==> src/rtl/can_mobj_ctrl.sv <==
module can_mobj_ctrl #(
  parameter int NUM_OBJ = 8,
  parameter int IDX_W   = $clog2(NUM_OBJ),
  parameter int WR_W    = 8
) (
  input  logic               clk,
  input  logic               rst_n,
  input  logic               wr_en,
  input  logic [IDX_W-1:0]   wr_idx,
  input  logic [1:0]         wr_sel,
  input  logic [WR_W-1:0]    wr_data,
  input  logic               start_vld,
  input  logic [IDX_W-1:0]   start_idx,
  input  logic               done_vld,
  input  logic [IDX_W-1:0]   done_idx,
  input  logic               done_remote,
  input  logic [IDX_W-1:0]   rd_idx,
  output logic [6:0]         rd_ctrl,
  output logic [IDX_W-1:0]   rd_ptr,
  output logic [NUM_OBJ-1:0] valid_o,
  output logic [NUM_OBJ-1:0] txreq_o,
  output logic               cfg_err
);

  logic [NUM_OBJ-1:0] valid_q, txreq_q, dir_q, fdir_q, sdt_q, stt_q, memb_q;
  logic [IDX_W-1:0]   base_q [NUM_OBJ];
  logic [IDX_W-1:0]   lo_q   [NUM_OBJ];
  logic [IDX_W-1:0]   hi_q   [NUM_OBJ];
  logic [IDX_W-1:0]   ptr_q  [NUM_OBJ];

  logic             done_tx, adv;
  logic [IDX_W-1:0] dbase, ptr_nxt;
  logic             unused_bits;

  assign done_tx = dir_q[done_idx] ^ done_remote;
  assign dbase   = base_q[done_idx];
  assign adv     = done_vld && memb_q[done_idx] && (fdir_q[dbase] == done_tx)
                   && (ptr_q[dbase] == done_idx);
  assign ptr_nxt = (ptr_q[dbase] == hi_q[dbase]) ? lo_q[dbase] : ptr_q[dbase] + 1'b1;

  assign valid_o     = valid_q;
  assign txreq_o     = txreq_q;
  assign cfg_err     = |(memb_q & sdt_q);
  assign rd_ptr      = ptr_q[rd_idx];
  assign rd_ctrl     = {memb_q[rd_idx], stt_q[rd_idx], sdt_q[rd_idx], fdir_q[rd_idx],
                        dir_q[rd_idx], txreq_q[rd_idx], valid_q[rd_idx]};
  assign unused_bits = ^wr_data[WR_W-1:7];

  always_ff @(posedge clk) begin
    if (!rst_n) begin
      valid_q <= '0; txreq_q <= '0; dir_q <= '0; fdir_q <= '0;
      sdt_q   <= '0; stt_q   <= '0; memb_q <= '0;
      for (int i = 0; i < NUM_OBJ; i++) begin
        base_q[i] <= '0; lo_q[i] <= '0; hi_q[i] <= '0; ptr_q[i] <= '0;
      end
    end else begin
      if (wr_en) begin
        case (wr_sel)
          2'd0: begin
            valid_q[wr_idx] <= wr_data[0];
            txreq_q[wr_idx] <= wr_data[1];
            dir_q[wr_idx]   <= wr_data[2];
            fdir_q[wr_idx]  <= wr_data[3];
            sdt_q[wr_idx]   <= wr_data[4];
            stt_q[wr_idx]   <= wr_data[5];
            memb_q[wr_idx]  <= wr_data[6];
          end
          2'd1: base_q[wr_idx] <= wr_data[IDX_W-1:0];
          2'd2: begin
            lo_q[wr_idx] <= wr_data[IDX_W-1:0];
            hi_q[wr_idx] <= wr_data[2*IDX_W-1:IDX_W];
          end
          default: ptr_q[wr_idx] <= wr_data[IDX_W-1:0];
        endcase
      end
      // hardware updates come last so they override a same-cycle write
      if (start_vld && stt_q[start_idx]) txreq_q[start_idx] <= 1'b0;
      if (done_vld && done_tx) txreq_q[done_idx] <= 1'b0;
      if (done_vld && !done_remote && sdt_q[done_idx]) valid_q[done_idx] <= 1'b0;
      if (adv) ptr_q[dbase] <= ptr_nxt;
    end
  end

  a_r9_stt_drop: assert property (@(posedge clk) disable iff (!rst_n)
    start_vld && stt_q[start_idx] |=> !txreq_o[$past(start_idx)]);

  a_r9_no_stt_hold: assert property (@(posedge clk) disable iff (!rst_n)
    start_vld && !stt_q[start_idx] && !(done_vld && done_idx == start_idx)
    && !(wr_en && wr_sel == 2'd0 && wr_idx == start_idx)
    |=> txreq_o[$past(start_idx)] == $past(txreq_o[start_idx]));

  a_r7_sdt_clear: assert property (@(posedge clk) disable iff (!rst_n)
    done_vld && !done_remote && sdt_q[done_idx] |=> !valid_o[$past(done_idx)]);

  a_r8_remote_keep: assert property (@(posedge clk) disable iff (!rst_n)
    done_vld && done_remote && !(wr_en && wr_sel == 2'd0 && wr_idx == done_idx)
    |=> valid_o[$past(done_idx)] == $past(valid_o[done_idx]));

endmodule

==> config.mk <==
export PLATFORM = sky130hd
export DESIGN_NAME = can_mobj_ctrl
export DESIGN_NICKNAME = d
export VERILOG_FILES = /design/src/rtl/can_mobj_ctrl.sv
export SDC_FILE = /design/constraint.sdc
export NUM_CORES = 1
export LEC_CHECK = 0
export ABC_AREA = 1
export ABC_CLOCK_PERIOD_IN_PS = 5500
export BUFFER_PORTS_ARGS = -buffer_cell sky130_fd_sc_hd__buf_4
export CAP_MARGIN = 20
export CORE_ASPECT_RATIO = 1.1
export CORE_MARGIN = 2
export CORE_UTILIZATION = 60
export CTS_BUF_LIST = sky130_fd_sc_hd__clkbuf_4 sky130_fd_sc_hd__clkbuf_8 sky130_fd_sc_hd__clkbuf_16
export DETAILED_ROUTE_END_ITERATION = 8
export GPL_ROUTABILITY_DRIVEN = 0
export HOLD_SLACK_MARGIN = 0.06
export PLACE_DENSITY = 0.82
export SLEW_MARGIN = 20
export SYNTH_ARGS = -nofsm -noshare
export SYNTH_HDL_FRONTEND = slang
export SYNTH_SLANG_ARGS = --single-unit
==> constraint.sdc <==
create_clock -name clk -period 5.5 [get_ports clk]
set_input_delay 0.275 -clock clk [delete_from_list [all_inputs] [get_ports clk]]
set_output_delay 0.275 -clock clk [all_outputs]
set_load 0.01 [all_outputs]
* Yosys cells after proc, flatten, opt, wreduce, memory -nomap -nowiden
Memories as Yosys holds them, arrays and structs flattened. Index checks and enable logic that the tools add are counted.
Word-level totals: bits in registers 56, bits in writable memories 96, input port bits 28, logic and storage cells 131, memories 4
Memory list:
- base_q | words 8, width 3, rd ports 1, clocked after Yosys merged registers in 0, write ports 8, line 26 | logic [IDX_W-1:0] base_q [NUM_OBJ];
- hi_q | words 8, width 3, rd ports 1, clocked after Yosys merged registers in 0, write ports 8, line 28 | logic [IDX_W-1:0] hi_q [NUM_OBJ];
- lo_q | words 8, width 3, rd ports 1, clocked after Yosys merged registers in 0, write ports 8, line 27 | logic [IDX_W-1:0] lo_q [NUM_OBJ];
- ptr_q | words 8, width 3, rd ports 2, clocked after Yosys merged registers in 0, write ports 8, line 29 | logic [IDX_W-1:0] ptr_q [NUM_OBJ];
Operators by class: add/subtract/negate cells 1, magnitude comparators 8, eq/ne operators 5, multiplexer cells 79, bitwise gates (word level) 7, reductions and logical operators 20
Operators by type and width (number):
- $mux W8 | 10
- $bwmux W8 | 7
- $bmux W1 S3 | 12
- $mux W1 | 36
- $mux W3 | 11
- $and A8 B8 Y8 | 4
- $lt A3 B4 Y1 const B | 5
- $reduce_or A3 Y1 | 6
- $not A8 Y8 | 2
- $logic_and A1 B1 Y1 | 10
- $demux W1 S3 | 3
- $ge A3 B1 Y1 const B | 3
- $reduce_or A8 Y1 | 1
- $eq A3 B3 Y1 | 2
- $add A3 B1 Y3 const B | 1
- $eq A2 B1 Y1 const B | 1
- $eq A2 B2 Y1 const B | 1
- $logic_not A2 Y1 | 1
- $reduce_and A2 Y1 | 1
- $eq A1 B1 Y1 | 1
- $logic_not A1 Y1 | 1
- $xor A1 B1 Y1 | 1

* Longest topological paths before layout
Gate-level depths: netlist of the first run.
word-level depth 13, mapped depth 23, gate-level depth less buffers 21

* Least setup slack after synthesis of the first run
Ideal clock, no wire load.
kind in2reg, start in done_idx[0], end mem ptr_q[2][0] (netlist bit) (enable), setup time 0.307 ns, arrival time 1.990 ns, setup slack 3.204 ns, cell stages on the path 17, path buffers 2, cell sequence buf_6 -> nor2_1 -> nor2_4 -> nor2_8 -> nand2_8 -> buf_6 -> nand2_2 -> nand2_1 -> nand2_1 -> nand2_1 -> inv_2 -> nand2_2 -> nand2_1 -> nand2_1 -> nor2_4 -> nand3_1 -> nand3_1
RTL lines:
- from (decl) | line 15 | input logic [IDX_W-1:0] done_idx,
- to (decl) | line 29

==> run metrics, run 1 <==
status complete, no violations; residual DRC count 0; post-synthesis register bit count 152; Pwr Total 0.00292 W; setup tns final 0 ps; Port-buffer cells 53; grt ovf 0; I/O Pins 55; measured slew at the worst slew-check pin 1120 ps; Hold WC Path Type in -> reg; CTS tree built; vias in the first global route 8082; setup bufs post-CTS 0; first-pass detailed-route iteration total 8; Max-Slew Margin vs Limit 24.7%; worst-case clock buffer depth 2; worst path cell trace inv_1 > nand2_1 > nand2_2 > nor2_4 > nor2_8 > nand2_8 > nand2_1 > nand2_1 > nand2_1 > nand2_1 > nor2_1 > nand2_1 > nand2_1 > nand3_1 > nand2_1 > nand2_1 > nand2_1 > nand2_1; Post-synth EDFFs 96; max-cap violations 0; n_diodes 0; vias post-DR 8460; syn nets 1231; clk_lat worst skew 430 ps; most frequent CP cell nand2_1; H-tree levels 4; number of vias per cell 5.88; Starting Density 61.6%; commonest cells after routing, fill and taps aside 367 x nand2_1, 141 x nor2_1, 131 x inv_1, 96 x edfxtp_1, 93 x o21ai_0; sequential share of the synthesized area 45.0%; Critical Path Start Type flip-flop; TritonCTS Buffers 17; HPWL Detailed 16800 um; fmax 324 MHz; Routed WL 25600 um; core area 0.0144 mm2; Tmin final 3090 ps; Crit path largest cell delay 380 ps; clk_skew 8.48 ps; DIE HEIGHT 132 um; Mapped Area 0.00889 mm2; maximum VDD drop 240 uV; critical path's slowest cell nor2_8; largest net degree at the start of global routing 76; DIE AREA 0.0158 mm2; Worst-path clk slew 60 ps; Synth async-reset ratio 0%; final setup vio count 0; Mapped Cells 1202; Worst Path Max Fanout 45; Detail Route Antenna Nets 0; reg2reg setup slack 2410 ps; Synth Flop Type edfxtp_1; P per Cell Area 294 mW/mm2; FP Rows 46; CTS Hold Bufs 0; Critical Path RT 5680 ps; initial antenna violation count 0; Syn Area/Cell 7.40 um2; Slew Limit Fails 0; total of warnings raised by yosys 0; total track usage 32.8%; Unique masters post-synth 44; layout cell share with drive strength beyond 1 12.2%; WL per Instance 17.8 um; wire length of the first global-routing pass 40200 um; Tcrit/Tclk final 56.1%; Worst Setup End Kind flip-flop; most common cell after layout, fill and taps aside nand2_1; Final Hold Fails 0; synth-to-layout area growth 11.7%; CTS resizes 0; Root Driver clkbuf_16; fin nets 1263; Setup CP Type reg -> reg; RSZ-0062 raised after global routing no; Pleak 4.42 nW; Iteration-0 DRC Markers 1071; Arrival @ worst endpoint 3260 ps; Die X 120 um; clk sink count 152
-- path summary, 6_finish.rpt --
path | depth (start not counted) | startpoint | to
worst max-delay path | 18 | base_q[5][0] | ptr_q[7][2]
worst min-delay path | 3 | wr_data[5] | stt_q[4]
worst max register to register | 18 | base_q[5][0] | ptr_q[7][2]
worst min register to register | 2 | fdir_q[5] | fdir_q[5]
-- where the power goes --
| group | internal (W) | switching [W] |
|---|---|---|
| combinational | 0.000131 | 0.000351 |
| clock | 0.000702 | 0.000475 |
| sequential | 0.00125 | 0.0000144 |
| total | 0.00208 | 0.000840 |
-- Yosys cell counts (10+ instances only) --
cell type	instances	share of area (%)
nand3_1	38	2.1
a31oi_1	11	0.77
edfxtp_1	96	32
nand3b_1	16	1.4
nor2_1	141	6.0
o21ai_0	93	5.2
o22ai_1	10	0.70
nand2_2	16	1.1
o211ai_1	15	1.3
inv_1	131	5.5
a21oi_1	70	3.9
nor2_4	13	1.6
nand2_1	367	15
nor3_1	18	1.0
dfxtp_1	56	13
clkbuf_1	30	1.3
-- per-stage QoR --
step / utilization, % / std cells / area, um2 / hold slack [ps] / worst slack, ps
2_1_floorplan: - / 1202 / 8890 / 421 / 3200
3_3_place_gp: 64.6 / 1406 / 9330 / 456 / 2280
3_5_place_dp: 64.6 / 1406 / 9330 / 461 / 2260
4_1_cts: 68.7 / 1438 / 9920 / 165 / 2460
5_1_grt: 68.8 / 1439 / 9930 / 184 / 2140
6_report: 68.8 / 1439 / 9930 / 173 / 2410
-- registers in the layout, indices dropped and copies added (netlist names) --
register / flops
base_q: 24
fdir_q: 8
hi_q: 24
memb_q: 8
sdt_q: 8
stt_q: 8
ptr_q: 24
txreq_o: 8
valid_o: 8
dir_q: 8
lo_q: 24
-- cell type report --
class,count,area [um2]
clock buffer,21,468
clock inverter,11,124
fill,1183,4510
inverter,147,559
multi-input combinational,854,4070
sequential,152,4000
tap,192,240
timing repair buffer,62,473
-- routing by layer --
| metal | wire (um) | vias up | global-route usage, % |
|---|---|---|---|
| met2 | 12500 | 475 | 54.5 |
| li1 | - | 3987 | - |
| met3 | 2240 | 107 | 5.95 |
| met1 | 9460 | 3891 | 37.9 |
| met4 | 1480 | 0 | 22.9 |
| met5 | 0 | - | 0 |
-- worst max-delay path, delay by kind of cell, from the launching register on --
family | cells | cell delay [ps]
DFF | 1 | 360
and+or+nand+nor | 17 | 2350
buffers and inverters | 1 | 90
-- kinds of logic (layout without fill, tap and decap cells) --
logic type                 after synthesis  in the layout  synth area share [%]
xor gates and xnor gates                 2              2                 0.281
DFF                                    152            152                  45.0
and+or+nand+nor                        633            633                  31.7
buffers and inverters                  196            241                  9.33
adders and majority gates                1              1                 0.141
AOI/OAI and AO/OA                      218            218                  13.6
(Power assumes the default switching activity.)
==> run 2, diff against run 1 <==
==> config.mk (replaced) <==
export PLATFORM = sky130hd
export DESIGN_NAME = can_mobj_ctrl
export DESIGN_NICKNAME = d
export VERILOG_FILES = /design/src/rtl/can_mobj_ctrl.sv
export SDC_FILE = /design/constraint.sdc
export NUM_CORES = 1
export LEC_CHECK = 0
export ABC_AREA = 0
export ABC_CLOCK_PERIOD_IN_PS = 2500
export BUFFER_PORTS_ARGS = -buffer_cell sky130_fd_sc_hd__buf_4
export CAP_MARGIN = 20
export CORE_ASPECT_RATIO = 1.1
export CORE_MARGIN = 2
export CORE_UTILIZATION = 55
export CTS_BUF_LIST = sky130_fd_sc_hd__clkbuf_4 sky130_fd_sc_hd__clkbuf_8 sky130_fd_sc_hd__clkbuf_16
export DETAILED_ROUTE_END_ITERATION = 8
export GPL_ROUTABILITY_DRIVEN = 0
export HOLD_SLACK_MARGIN = 0.06
export PLACE_DENSITY = 0.79
export SLEW_MARGIN = 20
export SYNTH_ARGS = -nofsm -noshare
export SYNTH_HDL_FRONTEND = slang
export SYNTH_SLANG_ARGS = --single-unit
==> constraint.sdc (replaced) <==
create_clock -name clk -period 2.5 [get_ports clk]
set_input_delay 0.125 -clock clk [delete_from_list [all_inputs] [get_ports clk]]
set_output_delay 0.125 -clock clk [all_outputs]
set_load 0.01 [all_outputs]
==> run metrics, run 2 <==
final worst slack -834 ps (-3250 ps); vias in the first global route 6793 (-16%); DIE HEIGHT 134 um (+1.7%); Mapped Cells 745 (-38%); Synth Flop Type edfxtp_1; maximum VDD drop 436 uV (+82%); fmax 300 MHz (-7.4%); layout cell share with drive strength beyond 1 29.4% (+17 points); syn nets 774 (-37%); Post-synth EDFFs 96 (unchanged); grt met1 use 38.5% (+0.60 points); Tcrit/Tclk final 133% (+77 points); sequential share of the synthesized area 47.4% (+2.4 points); Hold WC Path Type in -> reg; fin nets 877 (-31%); clk_skew 5.98 ps (-2.50 ps); residual DRC count 0 (unchanged); largest net degree at the start of global routing 51 (-33%); number of vias per cell 6.32 (+7.4%); TritonCTS Buffers 17 (unchanged); Synth async-reset ratio 0% (unchanged); worst-case clock buffer depth 2 (unchanged); HPWL Detailed 16400 um (-2.4%); dpl cell area 0.00948 mm2 (+1.6%); pre-CTS setup slack -890 ps (-3150 ps); synth-to-layout area growth 22.3%; max-cap violations 0 (unchanged); Unique masters post-synth 46 (+4.5%); clk sink count 152 (unchanged); Detail Route Antenna Nets 0 (unchanged); vias post-DR 6675 (-21%); commonest cells after routing, fill and taps aside 129 x buf_4, 96 x edfxtp_1, 91 x mux2i_1, 67 x and2_1, 56 x dfxtp_1; Die X 122 um (+1.7%); Pleak 3.99 nW (-9.9%); I/O Pins 55 (unchanged); wire length of the first global-routing pass 37300 um (-7.2%); Routed WL 23800 um (-7.1%); cell accounting for the most synthesized area edfxtp_1; met2 usage 50.2% (-4.3 points); Worst Path Max Fanout 22 (-51%); Port-buffer cells 53 (unchanged); total track usage 30.4% (-2.3 points); FP Rows 47 (+2.2%); failing checks setup timing; Worst-path clk slew 60 ps (about the same); Arrival @ worst endpoint 3510 ps (+250 ps); Critical Path Start Type flip-flop; status finished with violations; hold path cells 2 (-1); Final Hold Fails 0 (unchanged); met3 Usage GRT 5.91% (-0.036 points); post-synthesis register bit count 152 (unchanged); top cell type's share of synthesized area 34.2% (+1.7 points); WL per Instance 22.5 um (+26%); n_diodes 0 (unchanged); DIE AREA 0.0164 mm2 (+3.4%); core area 0.0151 mm2 (+4.2%); Slew Limit Fails 0 (unchanged); CTS tree built; P per Cell Area 669 mW/mm2 (+130%); initial antenna violation count 0 (unchanged); Max-Slew Margin vs Limit 57.0% (+32 points); Iteration-0 DRC Markers 644 (-40%); Setup CP Type reg -> reg; Tmin final 3330 ps (+246 ps); H-tree levels 4 (unchanged); Root Driver clkbuf_16; # fillers 1068 (-9.7%); clk_lat worst skew 430 ps (about the same); Critical Path RT 2670 ps (-3010 ps); final setup vio count 48 (+48); grt ovf 0 (unchanged); Starting Density 56.1% (-5.5 points); post-layout instance area 0.0103 mm2 (+3.9%); most frequent cells after synthesis 96 x edfxtp_1, 96 x mux2i_1, 67 x and2_1; most common cell after layout, fill and taps aside buf_4; setup tns final -37570 ps (-37570 ps); worst r2r path cells 14 (-4); Worst Setup End Kind flip-flop; Mapped Area 0.00844 mm2 (-5.1%); total of warnings raised by yosys 0 (unchanged); synth top area cells edfxtp_1 34%, dfxtp_1 13%, mux2i_1 11%, mux4_2 7.2%, and2_1 5.0%; first-pass detailed-route iteration total 5 (-3); measured slew at the worst slew-check pin 644 ps (-477 ps); RSZ-0062 raised after global routing yes; Syn Area/Cell 11.3 um2 (+53%); busiest grt layer met2
run 2: changes by cell type after synthesis, moves of 42 or more:
cell	change
nand2_1	-319
o21ai_0	-71
mux2i_1	+96
inv_1	-126
and2_1	+67
nor2_1	-104
nor2b_1	+42
a21oi_1	-49
run 2: path summary, 6_finish.rpt:
| kind | end | startpoint | slack [ps] |
|---|---|---|---|
| setup reg to reg | ptr_q[6][2] | base_q[0][0] | -830 |
| hold / removal | fdir_q[3] | rst_n | 80 |
| setup / recovery | ptr_q[6][2] | base_q[0][0] | -830 |
| hold reg to reg | dir_q[0] | dir_q[0] | 510 |
run 2: through the flow:
stage	instances	hold slack, ps	total power, W	utilization [%]
2_1_floorplan	745	291	0.00351	-
3_3_place_gp	1017	447	0.00392	62.9
3_5_place_dp	1017	454	0.00397	62.9
4_1_cts	1054	63.8	0.00688	68.4
5_1_grt	1057	69.5	0.00709	68.6
6_report	1057	77.5	0.00690	68.6
run 2: cells by family (layout without fill, tap and decap cells):
group | count (synthesis) | after routing | synth area share (%)
XOR/XNOR | 6 | 6 | 0.623
multiplexers | 151 | 151 | 22.6
AND/OR/NAND/NOR | 276 | 276 | 18.4
AO/OA/AOI/OAI | 101 | 101 | 7.95
buffers and inverters | 58 | 174 | 2.80
flip-flops | 152 | 152 | 47.4
adder cells (fa/ha/maj) | 1 | 1 | 0.148
run 2: metal layers:
metal | vias to the layer above | wire, um
met5 | - | 0
met4 | 0 | 1040
met3 | 82 | 1920
met2 | 349 | 11800
met1 | 3282 | 9110
li1 | 2962 | -
run 2: timing repair:
item,4_1_cts,5_1_grt
resized for setup,24,3
hold buffers,1,0
endpoints found under the hold margin,7,0
setup endpoints to repair,48,48
pin swaps,5,4
buffers inserted,4,3
run 2: report_power, final:
part / internal, W / switching [W] / total [W]
sequential: 0.00276 / 0.0000458 / 0.00280
combinational: 0.000553 / 0.000682 / 0.00123
clock: 0.00179 / 0.00108 / 0.00287
total: 0.00510 / 0.00180 / 0.00690
run 2: critical path, stage by stage (launching register included):
cell	delay, ps
edfxtp_1	380
mux2i_1	80
mux4_2	510
buf_12	180
buf_4	150
buf_12	160
mux2i_2	180
a22o_1	250
a221oi_2	220
xnor2_1	120
nor3_2	170
buf_4	170
mux2i_2	240
buf_6	170
mux2i_1	80
run 2: area by class of cell:
cell class	instances	area (um2)	share of cell area [%]
flip-flops and latches	152	4000	38.8
well taps	196	245	2.38
multi-input cells	535	4320	41.9
clock buffers	18	433	4.19
inverters	5	18.8	0.182
repair buffers	137	1080	10.4
clock inverters	14	221	2.15
==> run 3, diff against run 2 <==
--- a/config.mk
+++ b/config.mk
@@ -5,18 +5,18 @@
 export SDC_FILE = /design/constraint.sdc
 export NUM_CORES = 1
 export LEC_CHECK = 0
-export ABC_AREA = 0
+export ABC_AREA = 1
 export ABC_CLOCK_PERIOD_IN_PS = 2500
 export BUFFER_PORTS_ARGS = -buffer_cell sky130_fd_sc_hd__buf_4
 export CAP_MARGIN = 20
 export CORE_ASPECT_RATIO = 1.1
 export CORE_MARGIN = 2
-export CORE_UTILIZATION = 55
+export CORE_UTILIZATION = 56
 export CTS_BUF_LIST = sky130_fd_sc_hd__clkbuf_4 sky130_fd_sc_hd__clkbuf_8 sky130_fd_sc_hd__clkbuf_16
 export DETAILED_ROUTE_END_ITERATION = 8
 export GPL_ROUTABILITY_DRIVEN = 0
 export HOLD_SLACK_MARGIN = 0.06
-export PLACE_DENSITY = 0.79
+export PLACE_DENSITY = 0.8
 export SLEW_MARGIN = 20
 export SYNTH_ARGS = -nofsm -noshare
 export SYNTH_HDL_FRONTEND = slang
==> run metrics, run 3 (synthesis results as in run 1) <==
initial antenna violation count 0 (unchanged); Port-buffer cells 53 (unchanged); final worst slack -129 ps (+705 ps); DP Cell Count 1475 (+45%); most common cell after layout, fill and taps aside nand2_1; DIE HEIGHT 136 um (+1.7%); failing checks setup timing; largest net degree at the start of global routing 38 (-25%); Detail Route Antenna Nets 0 (unchanged); Pleak 4.91 nW (+23%); TritonCTS Buffers 17 (unchanged); clk_lat worst skew 430 ps (about the same); Crit path max-delay family simple AND/OR/NAND/NOR gates; Pwr Total 0.00655 W (-5.1%); first-pass detailed-route iteration total 7 (+2); Tmin final 2630 ps (-705 ps); total track usage 32.5% (+2.1 points); layout cell share with drive strength beyond 1 21.6% (-7.8 points); final hold slack 78.8 ps (+1.30 ps); Crit path largest cell delay 390 ps (-120 ps); FP Rows 48 (+2.1%); number of vias per cell 5.89 (-6.7%); WL per Instance 18.5 um (-18%); I/O Pins 55 (unchanged); DIE AREA 0.0169 mm2 (+3.4%); Root Driver clkbuf_16; Hold WC Path Type in -> reg; Worst Path Max Fanout 6 (-73%); setup tns final -3620 ps (+33950 ps); n_diodes 0 (unchanged); Iteration-0 DRC Markers 1117 (+73%); clk_skew 10.0 ps (+4.05 ps); Post-Layout Cell Count 1538 (+46%); CP Buf/Inv Count 3 (-2); H-tree levels 4 (unchanged); measured slew at the worst slew-check pin 905 ps (+261 ps); wire length of the first global-routing pass 41300 um (+11%); Starting Density 57.0% (+0.90 points); commonest cells after routing, fill and taps aside 336 x nand2_1, 137 x nor2_1, 132 x buf_4, 125 x inv_1, 96 x edfxtp_1; Die X 124 um (+1.7%); clk sink count 152 (unchanged); Slew Limit Fails 0 (unchanged); worst path cell trace nand4_2 > nand2_2 > nor2_8 > buf_4 > clkbuf_16 > nand3b_1 > nand2_2 > nand2_4 > nand2_4 > nor2_4 > nand2_2 > nand3_4 > buf_12 > nor2_8 > nand3_1 > nand3_2; Setup CP Type reg -> reg; Critical Path RT 2640 ps (-30 ps); grt ovf 0 (unchanged); most frequent CP cell nand2_2; fin nets 1354 (+54%); worst-case clock buffer depth 2 (unchanged); max-cap violations 0 (unchanged); CTS tree built; critical path's slowest cell edfxtp_1; fmax 380 MHz (+27%); Routed WL 28500 um (+19%); final setup vio count 48 (unchanged); Max-Slew Margin vs Limit 39.2% (-18 points); core area 0.0156 mm2 (+3.7%); status finished with violations; HPWL Detailed 18800 um (+14%); post-layout util 70.0% (+1.4 points); vias in the first global route 8344 (+23%); residual DRC count 0 (unchanged); Tcrit/Tclk final 105% (-28 points); Worst-path clk slew 60 ps (about the same); vias post-DR 9061 (+36%); Critical Path Start Type flip-flop; maximum VDD drop 521 uV (+20%); Arrival @ worst endpoint 2770 ps (-740 ps); Worst Setup End Kind flip-flop; Final Hold Fails 0 (unchanged); synth-to-layout area growth 22.9%; RSZ-0062 raised after global routing yes; P per Cell Area 599 mW/mm2 (-10%)
==> run 3: cell count changes in the layout (fill, tap and decap cells not counted), moves of 40 or more <==
| cell | change |
|---|---|
| nand2_1 | +288 |
| a21oi_1 | +49 |
| inv_1 | +120 |
| nor2_1 | +101 |
| mux2i_1 | -91 |
| and2_1 | -67 |
| nor2b_1 | -40 |
| o21ai_0 | +70 |
==> run 3: per-layer routing <==
layer	wire length (um)	share of wire [%]	GRT usage, %	up-vias
met2	13800	49	56.0	604
met1	10200	36	37.2	4130
met5	0	0	0	-
met4	1740	6.1	19.0	0
li1	-	-	-	4177
met3	2630	9.3	6.21	150
==> run 3: per-stage QoR <==
| stage | instance area (um2) | setup slack (ps) |
|---|---|---|
| floorplan | 8890 | 268 |
| global placement | 9830 | -17.3 |
| detailed placement | 9830 | -63.4 |
| CTS | 10500 | 5.17 |
| global route | 10900 | -245 |
| finish | 10900 | -129 |
==> run 3: worst reg2reg max path, cell delays in order, from the launching register on <==
cell and delay [ps]:
edfxtp_1 390, nand4_2 110, nand2_2 100, nor2_8 170
buf_4 140, clkbuf_16 130, nand3b_1 100, nand2_2 140
nand2_4 80, nand2_4 100, nor2_4 50, nand2_2 80
nand3_4 130, buf_12 160, nor2_8 130, nand3_1 190
nand3_2 140
==> run 3: report_power, final <==
part           switching, W  internal (W)  leakage, nW  total, W
sequential        0.0000357       0.00275         1.38   0.00279
combinational      0.000938      0.000527         3.29   0.00146
clock               0.00104       0.00126        0.240   0.00230
total               0.00202       0.00454         4.91   0.00655
==> run 3: path summary, 6_finish.rpt <==
kind | endpoint | cells after the start | slack, ps | startpoint
max reg2reg | ptr_q[2][0] | 16 | -130 | base_q[6][0]
min | dir_q[5] | 3 | 80 | wr_data[2]
min reg2reg | stt_q[4] | 2 | 470 | stt_q[4]
max | ptr_q[2][0] | 16 | -130 | base_q[6][0]
==> run 3: area by class of cell <==
cell class	count	area (um2)
multi-input cells	857	4330
clock inverters	14	83.8
well taps	200	250
flip-flops and latches	152	4000
clock buffers	18	433
repair buffers	150	1270
fillers	1221	4680
inverters	147	564
==> run 3: timing repair <==
| item | in CTS | in global routing |
|---|---|---|
| gates resized for setup | 7 | 71 |
| hold endpoints to repair | 21 | 0 |
| hold buffers | 5 | 0 |
| buffers inserted | 1 | 22 |
| cloned | 1 | 4 |
| endpoints found under the setup margin | 37 | 48 |
| pin swaps | 1 | 31 |
